===== src/rtl/xlate_pkg.sv =====
package xlate_pkg;

  localparam int DEF_VA_W      = 32;
  localparam int DEF_PA_W      = 28;
  localparam int DEF_PAGE_BITS = 13;
  localparam int DEF_L1_IDX_W  = 8;
  localparam int DEF_PTE_W     = 32;

  localparam int FLAG_W = 5;
  localparam int FB_V   = 0;
  localparam int FB_R   = 1;
  localparam int FB_W   = 2;
  localparam int FB_X   = 3;
  localparam int FB_K   = 4;

  typedef enum logic [1:0] {
    FLT_NONE    = 2'd0,
    FLT_INVALID = 2'd1,
    FLT_PERM    = 2'd2,
    FLT_RSVD    = 2'd3
  } fault_e;

  typedef enum logic [1:0] {
    ACC_LOAD  = 2'd0,
    ACC_STORE = 2'd1,
    ACC_FETCH = 2'd2,
    ACC_UNDEF = 2'd3
  } access_e;

endpackage


===== src/rtl/xlate_addr_gen.sv =====
module xlate_addr_gen #(
  parameter int PA_W      = xlate_pkg::DEF_PA_W,
  parameter int PAGE_BITS = xlate_pkg::DEF_PAGE_BITS,
  parameter int VPN_W     = xlate_pkg::DEF_VA_W - xlate_pkg::DEF_PAGE_BITS,
  parameter int L1_IDX_W  = xlate_pkg::DEF_L1_IDX_W,
  parameter int PTE_LG    = 2
) (
  input  logic [PA_W-1:0]           root_base,
  input  logic [VPN_W-1:0]          vpn,
  input  logic [PA_W-PAGE_BITS-1:0] l2_frame,
  input  logic                      second,
  output logic [PA_W-1:0]           addr
);
  localparam int PFN_W    = PA_W - PAGE_BITS;
  localparam int L2_IDX_W = VPN_W - L1_IDX_W;

  logic [PA_W-1:0] l1_off;
  logic [PA_W-1:0] l2_off;
  logic [PA_W-1:0] l2_base;

  // Entry offsets: index scaled by the entry size in bytes.
  assign l1_off  = {{(PA_W-L1_IDX_W-PTE_LG){1'b0}}, vpn[VPN_W-1 -: L1_IDX_W], {PTE_LG{1'b0}}};
  assign l2_off  = {{(PA_W-L2_IDX_W-PTE_LG){1'b0}}, vpn[L2_IDX_W-1:0], {PTE_LG{1'b0}}};
  assign l2_base = {l2_frame[PFN_W-1:0], {PAGE_BITS{1'b0}}};

  assign addr = second ? (l2_base + l2_off) : (root_base + l1_off);

endmodule


===== src/rtl/xlate_entry_check.sv =====
module xlate_entry_check
  import xlate_pkg::*;
#(
  parameter int PTE_W = DEF_PTE_W,
  parameter int PFN_W = DEF_PA_W - DEF_PAGE_BITS
) (
  input  logic [PTE_W-1:0]  entry,
  input  logic              leaf,
  input  logic [1:0]        access,
  input  logic              user,
  output logic [1:0]        fault,
  output logic [PFN_W-1:0]  pfn,
  output logic [FLAG_W-1:0] flags
);
  localparam int RSV_LSB = FLAG_W + PFN_W;

  logic rsvd_set;
  logic perm_ok;

  assign flags    = entry[FLAG_W-1:0];
  assign pfn      = entry[RSV_LSB-1:FLAG_W];
  assign rsvd_set = |entry[PTE_W-1:RSV_LSB];

  always_comb begin
    case (access_e'(access))
      ACC_LOAD:  perm_ok = flags[FB_R];
      ACC_STORE: perm_ok = flags[FB_W];
      ACC_FETCH: perm_ok = flags[FB_X];
      default:   perm_ok = 1'b0;
    endcase
    if (user && flags[FB_K]) perm_ok = 1'b0;
  end

  // Priority: reserved field, then valid bit, then leaf permissions.
  always_comb begin
    if (rsvd_set)               fault = FLT_RSVD;
    else if (!flags[FB_V])      fault = FLT_INVALID;
    else if (leaf && !perm_ok)  fault = FLT_PERM;
    else                        fault = FLT_NONE;
  end

endmodule


===== src/rtl/pt_walker.sv =====
module pt_walker
  import xlate_pkg::*;
#(
  parameter int VA_W      = DEF_VA_W,
  parameter int PA_W      = DEF_PA_W,
  parameter int PAGE_BITS = DEF_PAGE_BITS,
  parameter int L1_IDX_W  = DEF_L1_IDX_W,
  parameter int PTE_W     = DEF_PTE_W,
  localparam int VPN_W    = VA_W - PAGE_BITS,
  localparam int PFN_W    = PA_W - PAGE_BITS
) (
  input  logic              clk,
  input  logic              rst_n,
  input  logic              req_valid,
  output logic              req_ready,
  input  logic [VPN_W-1:0]  req_vpn,
  input  logic [PA_W-1:0]   req_root,
  input  logic [1:0]        req_access,
  input  logic              req_user,
  output logic              busy,
  output logic              mem_req_valid,
  input  logic              mem_req_ready,
  output logic [PA_W-1:0]   mem_req_addr,
  input  logic              mem_rsp_valid,
  output logic              mem_rsp_ready,
  input  logic [PTE_W-1:0]  mem_rsp_data,
  output logic              rsp_valid,
  input  logic              rsp_ready,
  output logic [PFN_W-1:0]  rsp_pfn,
  output logic [FLAG_W-1:0] rsp_flags,
  output logic [1:0]        rsp_fault,
  output logic              rsp_level
);

  typedef enum logic [2:0] {
    S_IDLE, S_REQ1, S_WAIT1, S_REQ2, S_WAIT2, S_RESP
  } state_e;

  state_e             state;
  logic [VPN_W-1:0]   vpn_q;
  logic [PA_W-1:0]    root_q;
  logic [1:0]         acc_q;
  logic               user_q;
  logic [PFN_W-1:0]   pfn_q;
  logic [FLAG_W-1:0]  flags_q;
  logic [1:0]         fault_q;
  logic               level_q;

  logic [1:0]         chk_fault;
  logic [PFN_W-1:0]   chk_pfn;
  logic [FLAG_W-1:0]  chk_flags;

  assign req_ready     = (state == S_IDLE);
  assign busy          = (state != S_IDLE);
  assign mem_req_valid = (state == S_REQ1) || (state == S_REQ2);
  assign mem_rsp_ready = (state == S_WAIT1) || (state == S_WAIT2);
  assign rsp_valid     = (state == S_RESP);
  assign rsp_pfn       = pfn_q;
  assign rsp_flags     = flags_q;
  assign rsp_fault     = fault_q;
  assign rsp_level     = level_q;

  xlate_addr_gen #(
    .PA_W      (PA_W),
    .PAGE_BITS (PAGE_BITS),
    .VPN_W     (VPN_W),
    .L1_IDX_W  (L1_IDX_W),
    .PTE_LG    (2)
  ) u_addr (
    .root_base (root_q),
    .vpn       (vpn_q),
    .l2_frame  (pfn_q),
    .second    (state == S_REQ2),
    .addr      (mem_req_addr)
  );

  xlate_entry_check #(
    .PTE_W (PTE_W),
    .PFN_W (PFN_W)
  ) u_check (
    .entry  (mem_rsp_data),
    .leaf   (state == S_WAIT2),
    .access (acc_q),
    .user   (user_q),
    .fault  (chk_fault),
    .pfn    (chk_pfn),
    .flags  (chk_flags)
  );

  always_ff @(posedge clk) begin
    if (!rst_n) begin
      state   <= S_IDLE;
      vpn_q   <= '0;
      root_q  <= '0;
      acc_q   <= '0;
      user_q  <= 1'b0;
      pfn_q   <= '0;
      flags_q <= '0;
      fault_q <= '0;
      level_q <= 1'b0;
    end else begin
      case (state)
        S_IDLE: if (req_valid) begin
          vpn_q  <= req_vpn;
          root_q <= req_root;
          acc_q  <= req_access;
          user_q <= req_user;
          state  <= S_REQ1;
        end
        S_REQ1: if (mem_req_ready) state <= S_WAIT1;
        S_WAIT1: if (mem_rsp_valid) begin
          // pfn_q doubles as the second-level table frame on success.
          pfn_q   <= chk_pfn;
          flags_q <= chk_flags;
          fault_q <= chk_fault;
          level_q <= 1'b0;
          state   <= (chk_fault == FLT_NONE) ? S_REQ2 : S_RESP;
        end
        S_REQ2: if (mem_req_ready) state <= S_WAIT2;
        S_WAIT2: if (mem_rsp_valid) begin
          pfn_q   <= chk_pfn;
          flags_q <= chk_flags;
          fault_q <= chk_fault;
          level_q <= 1'b1;
          state   <= S_RESP;
        end
        S_RESP: if (rsp_ready) state <= S_IDLE;
        default: state <= S_IDLE;
      endcase
    end
  end

  AST_MEM_REQ_HOLD: assert property (@(posedge clk) disable iff (!rst_n)
    mem_req_valid && !mem_req_ready |=> mem_req_valid && $stable(mem_req_addr));

  AST_RSP_HOLD: assert property (@(posedge clk) disable iff (!rst_n)
    rsp_valid && !rsp_ready |=> rsp_valid && $stable(rsp_pfn) && $stable(rsp_flags)
      && $stable(rsp_fault) && $stable(rsp_level));

  AST_ACCEPT_BUSY: assert property (@(posedge clk) disable iff (!rst_n)
    req_valid && req_ready |=> busy && !rsp_valid && !req_ready);

  AST_OK_IS_LEAF: assert property (@(posedge clk) disable iff (!rst_n)
    rsp_valid && (rsp_fault == FLT_NONE) |-> rsp_level && rsp_flags[FB_V]);

  AST_L1_STOP_FAULTS: assert property (@(posedge clk) disable iff (!rst_n)
    rsp_valid && !rsp_level |-> rsp_fault != FLT_NONE);

  AST_IDLE_QUIET: assert property (@(posedge clk) disable iff (!rst_n)
    !busy |-> !mem_req_valid && !mem_rsp_ready && !rsp_valid);

endmodule


===== config.mk =====
export PLATFORM = sky130hd
export DESIGN_NAME = pt_walker
export DESIGN_NICKNAME = d
export VERILOG_FILES = /design/src/rtl/xlate_pkg.sv /design/src/rtl/xlate_addr_gen.sv /design/src/rtl/xlate_entry_check.sv /design/src/rtl/pt_walker.sv
export SDC_FILE = /design/constraint.sdc
export NUM_CORES = 1
export LEC_CHECK = 0
export BUFFER_PORTS_ARGS = -buffer_cell sky130_fd_sc_hd__buf_2
export CAP_MARGIN = 20
export CORE_MARGIN = 2
export CORE_UTILIZATION = 50
export DETAILED_ROUTE_END_ITERATION = 6
export MAX_ROUTING_LAYER = met4
export PLACE_DENSITY = 0.8
export REMOVE_ABC_BUFFERS = 1
export SYNTH_ARGS = -nofsm -noshare
export SYNTH_HDL_FRONTEND = slang
export SYNTH_SLANG_ARGS = --single-unit

===== constraint.sdc =====
create_clock -name clk -period 2.4 [get_ports clk]
set_input_delay 0.12 -clock clk [delete_from_list [all_inputs] [get_ports clk]]
set_output_delay 0.12 -clock clk [all_outputs]
set_load 0.02 [all_outputs]

==> results.md <==
| Item | Value | Unit |
|---|---|---|
| Number of flip-flops and latches in the synthesized netlist | 76 | - |
| Port Buffer Count | 143 | - |
| Post-DP HPWL | 7.48 | mm |
| Unrepaired setup endpoints after global routing | true | - |
| First DRT Iteration DRCs | 208 | - |
| WL per Instance | 14.2 | um |
| Placeable core region | 7730 | sq um |
| Setup slack after placement | 0.0811 | ns |
| Initial antenna violation count | 1 | - |
| Tightest Hold Check Type | in -> reg | - |
| Worst EP arrival | 2.46 | ns |
| Seq/Total Area, Yosys | 38.3 | % |
| Row cnt | 32 | - |
| Library cells used by synthesis | 47 | - |
| Setup Crit Path Kind | reg -> out | - |
| Static leakage power | 2.25 | nW |
| Global placer's final weighted congestion | 0.827 | - |
| Slew headroom | 34.7 | % |
| Share of async-settable or async-resettable flops after synthesis | 0 | % |
| Proportion of power drawn by combinational gates | 40.7 | % |
| CTS H-Tree Depth | 3 | - |
| Count of antenna-violating nets left after detailed routing | 0 | - |
| Clock slew at the register clock pins of the worst setup and hold paths | 0.08 | ns |
| Gate count of the mapped netlist | 522 | - |
| Worst Setup Slack, final | -0.176 | ns |
| Highest achievable clock rate | 388 | MHz |
| Area of the die | 8670 | sq um |
| Status | finished with violations | - |
| Total GRT Usage | 25.6 | % |
| Data required time at the worst endpoint | 2.28 | ns |
| Primary FF master, synth | sky130_fd_sc_hd__dfxtp_1 | - |
| Initial cell density of the core | 51.4 | % |
| Switching power | 0.00200 | W |
| Clock tree skew after final layout | 0.00784 | ns |
| Overall die width | 93.1 | um |
| Final count of pins violating max slew | 0 | - |
| CTS Sinks | 76 | - |
| Number of iterations in the first detailed-routing pass | 4 | - |
| Power share of the sequential group | 35.6 | % |
| Overall overflow remaining after global route | 0 | - |
| Synthesized area | 3970 | sq um |
| Number of enable flip-flop cells after synthesis | 0 | - |
| NumNets Final | 755 | - |
| Transition time at the pin with the least slew margin | 0.980 | ns |
| Internal | 0.00305 | W |
| Total I/O pin count | 144 | - |
| Number of buffers added by the clock tree synthesis step | 9 | - |
| Final critical-path required period | 2.58 | ns |
| Max Buffers Root-to-Sink | 2 | - |
| Overall die height | 93.1 | um |
| Kind of end point of the critical path | output port | - |
| Count of hold-fix buffers inserted at cts | 0 | - |
| DRC violations left | 0 | - |
| Clk network pwr share | 23.7 | % |
| Global-route wire length before repair | 17.5 | mm |
| TritonCTS clock tree | yes | - |
| Clock Latency Late Sink | 0.33 | ns |
| Via count | 4005 | - |
| CTS root buf | sky130_fd_sc_hd__clkbuf_8 | - |
| Max-Cap Viols | 0 | - |
| Total Routed Length | 10.8 | mm |
| Pin count of the biggest net entering global routing | 64 | - |
| Final-report setup violation count | 11 | - |
| Crit Path Max Fanout | 2 | - |
| Type of origin of the critical path | flop | - |
| Max IR drop VDD | 0.833 | mV |
| Vias in the first global route | 3827 | - |
| Failing checks | setup timing | - |
| Count of synthesis-stage warnings from yosys | 0 | - |
| Average vias per placed instance | 5.23 | - |
| Net switching share of the total power | 39.6 | % |
| Fraction of final layout cells sized beyond drive strength 1 | 31.1 | % |
| Worst hold slack across all endpoints | 0.0185 | ns |
| Total count of hold-check failures in the final report | 0 | - |
| Mean instance size in the synthesized netlist | 7.61 | sq um |
| Period Utilization, post-route | 107 | % |
| Area overhead of the layout relative to synthesis | 32.2 | % |
| Power density over cell area | 962 | nW/um^2 |
timing repair:
item | CTS | global route
endpoints found under the setup margin | 20 | 20
endpoints found under the hold margin | 0 | 0
gates resized for setup | 35 | 22
setup buffers | 5 | 0
pin swaps | 25 | 8
worst paths after layout:
kind                             startpoint                        end  slack (ns)  cells after the start
hold reg to reg   rsp_flags[3]$_SDFFE_PN0P_  rsp_flags[3]$_SDFFE_PN0P_        0.45                      2
setup / recovery     vpn_q[11]$_SDFFE_PN0P_            mem_req_addr[8]       -0.18                     10
hold / removal                 req_root[23]    root_q[23]$_SDFFE_PN0P_        0.02                      3
setup reg to reg      state[2]$_SDFFE_PN0P_     vpn_q[15]$_SDFFE_PN0P_        0.54                      5
placed cells by master, fill, tap and decap left out, types with 3 or more instances in the layout:
master	netlist	routed
sky130_fd_sc_hd__a21boi_0	63	63
sky130_fd_sc_hd__a21boi_1	9	9
sky130_fd_sc_hd__a21oi_1	17	15
sky130_fd_sc_hd__and2_1	5	4
sky130_fd_sc_hd__and3_1	3	3
sky130_fd_sc_hd__buf_2	9	126
sky130_fd_sc_hd__buf_4	0	28
sky130_fd_sc_hd__bufinv_16	0	3
sky130_fd_sc_hd__clkbuf_8	0	11
sky130_fd_sc_hd__dfxtp_1	76	72
sky130_fd_sc_hd__dfxtp_2	0	4
sky130_fd_sc_hd__ha_1	8	5
sky130_fd_sc_hd__inv_1	4	4
sky130_fd_sc_hd__nand2_1	175	174
sky130_fd_sc_hd__nand3_1	6	6
sky130_fd_sc_hd__nor2_1	27	21
sky130_fd_sc_hd__nor2_4	0	4
sky130_fd_sc_hd__nor2b_1	4	4
sky130_fd_sc_hd__nor3_1	6	4
sky130_fd_sc_hd__nor3_2	1	3
sky130_fd_sc_hd__nor4_1	3	3
sky130_fd_sc_hd__o211ai_1	4	4
sky130_fd_sc_hd__o21a_1	3	3
sky130_fd_sc_hd__o21ai_0	17	9
sky130_fd_sc_hd__o21ai_1	4	12
sky130_fd_sc_hd__xnor2_1	12	9
sky130_fd_sc_hd__xnor2_2	0	3
sky130_fd_sc_hd__xor2_1	11	11
stage by stage:
stage                     util [%]  instances  area (sq um)  power [W]  TNS, ns
after CTS                     67.1        765          5190    0.00503   -0.592
after detailed placement      61.8        744          4770    0.00376        0
after floorplan                  -        490          3840    0.00301        0
after global routing          68.0        766          5250    0.00537    -3.06
final                         68.0        766          5250    0.00505    -1.14
after global placement        61.8        744          4770    0.00370        0
power by group through the flow:
stage          clock network (W)  logic [W]  registers, W
2_1_floorplan                  0    0.00119       0.00182
3_3_place_gp                   0    0.00191       0.00179
3_5_place_dp                   0    0.00195       0.00181
4_1_cts                  0.00122    0.00202       0.00179
5_1_grt                  0.00126    0.00227       0.00184
6_report                 0.00120    0.00206       0.00180
final cells by class:
class                      instances  area [sq um]
sequential                        76          1530
timing repair buffer             157           883
fill                             639          2480
clock inverter                     4          95.1
multi-input combinational        410          2450
antenna                            1          2.50
inverter                           4          15.0
tap                              102           128
clock buffer                      12           155
synth_stat cells, types with 2 or more instances:
cell	count	area [sq um]
sky130_fd_sc_hd__nand2_1	175	657
sky130_fd_sc_hd__dfxtp_1	76	1520
sky130_fd_sc_hd__a21boi_0	63	473
sky130_fd_sc_hd__nor2_1	27	101
sky130_fd_sc_hd__clkbuf_1	23	86.3
sky130_fd_sc_hd__a21oi_1	17	85.1
sky130_fd_sc_hd__o21ai_0	17	85.1
sky130_fd_sc_hd__xnor2_1	12	105
sky130_fd_sc_hd__xor2_1	11	96.3
sky130_fd_sc_hd__a21boi_1	9	67.6
sky130_fd_sc_hd__buf_2	9	45.0
sky130_fd_sc_hd__ha_1	8	100
sky130_fd_sc_hd__nand3_1	6	30.0
sky130_fd_sc_hd__nor3_1	6	30.0
sky130_fd_sc_hd__and2_1	5	31.3
sky130_fd_sc_hd__inv_1	4	15.0
sky130_fd_sc_hd__nor2b_1	4	25.0
sky130_fd_sc_hd__o211ai_1	4	30.0
sky130_fd_sc_hd__o21ai_1	4	20.0
sky130_fd_sc_hd__and3_1	3	18.8
sky130_fd_sc_hd__nor4_1	3	18.8
sky130_fd_sc_hd__o2111ai_1	3	26.3
sky130_fd_sc_hd__o21a_1	3	22.5
sky130_fd_sc_hd__a211oi_1	2	15.0
sky130_fd_sc_hd__a21o_1	2	15.0
sky130_fd_sc_hd__mux2i_1	2	20.0
sky130_fd_sc_hd__nand4_2	2	25.0
sky130_fd_sc_hd__nor3b_1	2	15.0
sky130_fd_sc_hd__o31ai_1	2	15.0
cell families after synthesis:
kind of cell	after synthesis	share of synthesized area, %
XOR/XNOR	23	5.07
adder cells (fa/ha/maj)	10	3.28
buffers and inverters	36	3.69
flip-flops	76	38.3
AO/OA/AOI/OAI	130	22.4
AND/OR/NAND/NOR	245	26.8
multiplexers	2	0.504
critical path, stage by stage, from the launching register on:
cell and delay (ns):
sky130_fd_sc_hd__dfxtp_2 0.34, sky130_fd_sc_hd__ha_4 0.16, sky130_fd_sc_hd__fa_2 0.40, sky130_fd_sc_hd__a211oi_4 0.28, sky130_fd_sc_hd__buf_4 0.16, sky130_fd_sc_hd__nor2_2 0.04
sky130_fd_sc_hd__o21a_1 0.18, sky130_fd_sc_hd__nor2_1 0.12, sky130_fd_sc_hd__xor2_1 0.19, sky130_fd_sc_hd__o21ai_1 0.08, sky130_fd_sc_hd__buf_4 0.17
flip-flops by register name, indices dropped and copies added, names as in the netlist:
signal / cells
state: 3
rsp_level: 1
acc_q: 2
rsp_pfn: 15
vpn_q: 19
user_q: 1
root_q: 28
rsp_fault: 2
rsp_flags: 5
layer usage:
layer | vias to the layer above | GRT usage [%] | part of all wire, %
met1 | 1830 | 32.4 | 45
met3 | 17 | 4.19 | 6.1
li1 | 2018 | - | -
met2 | 140 | 42.5 | 47
met5 | - | - | 0
met4 | 0 | 7.48 | 2.0
(Power assumes the default switching activity.)
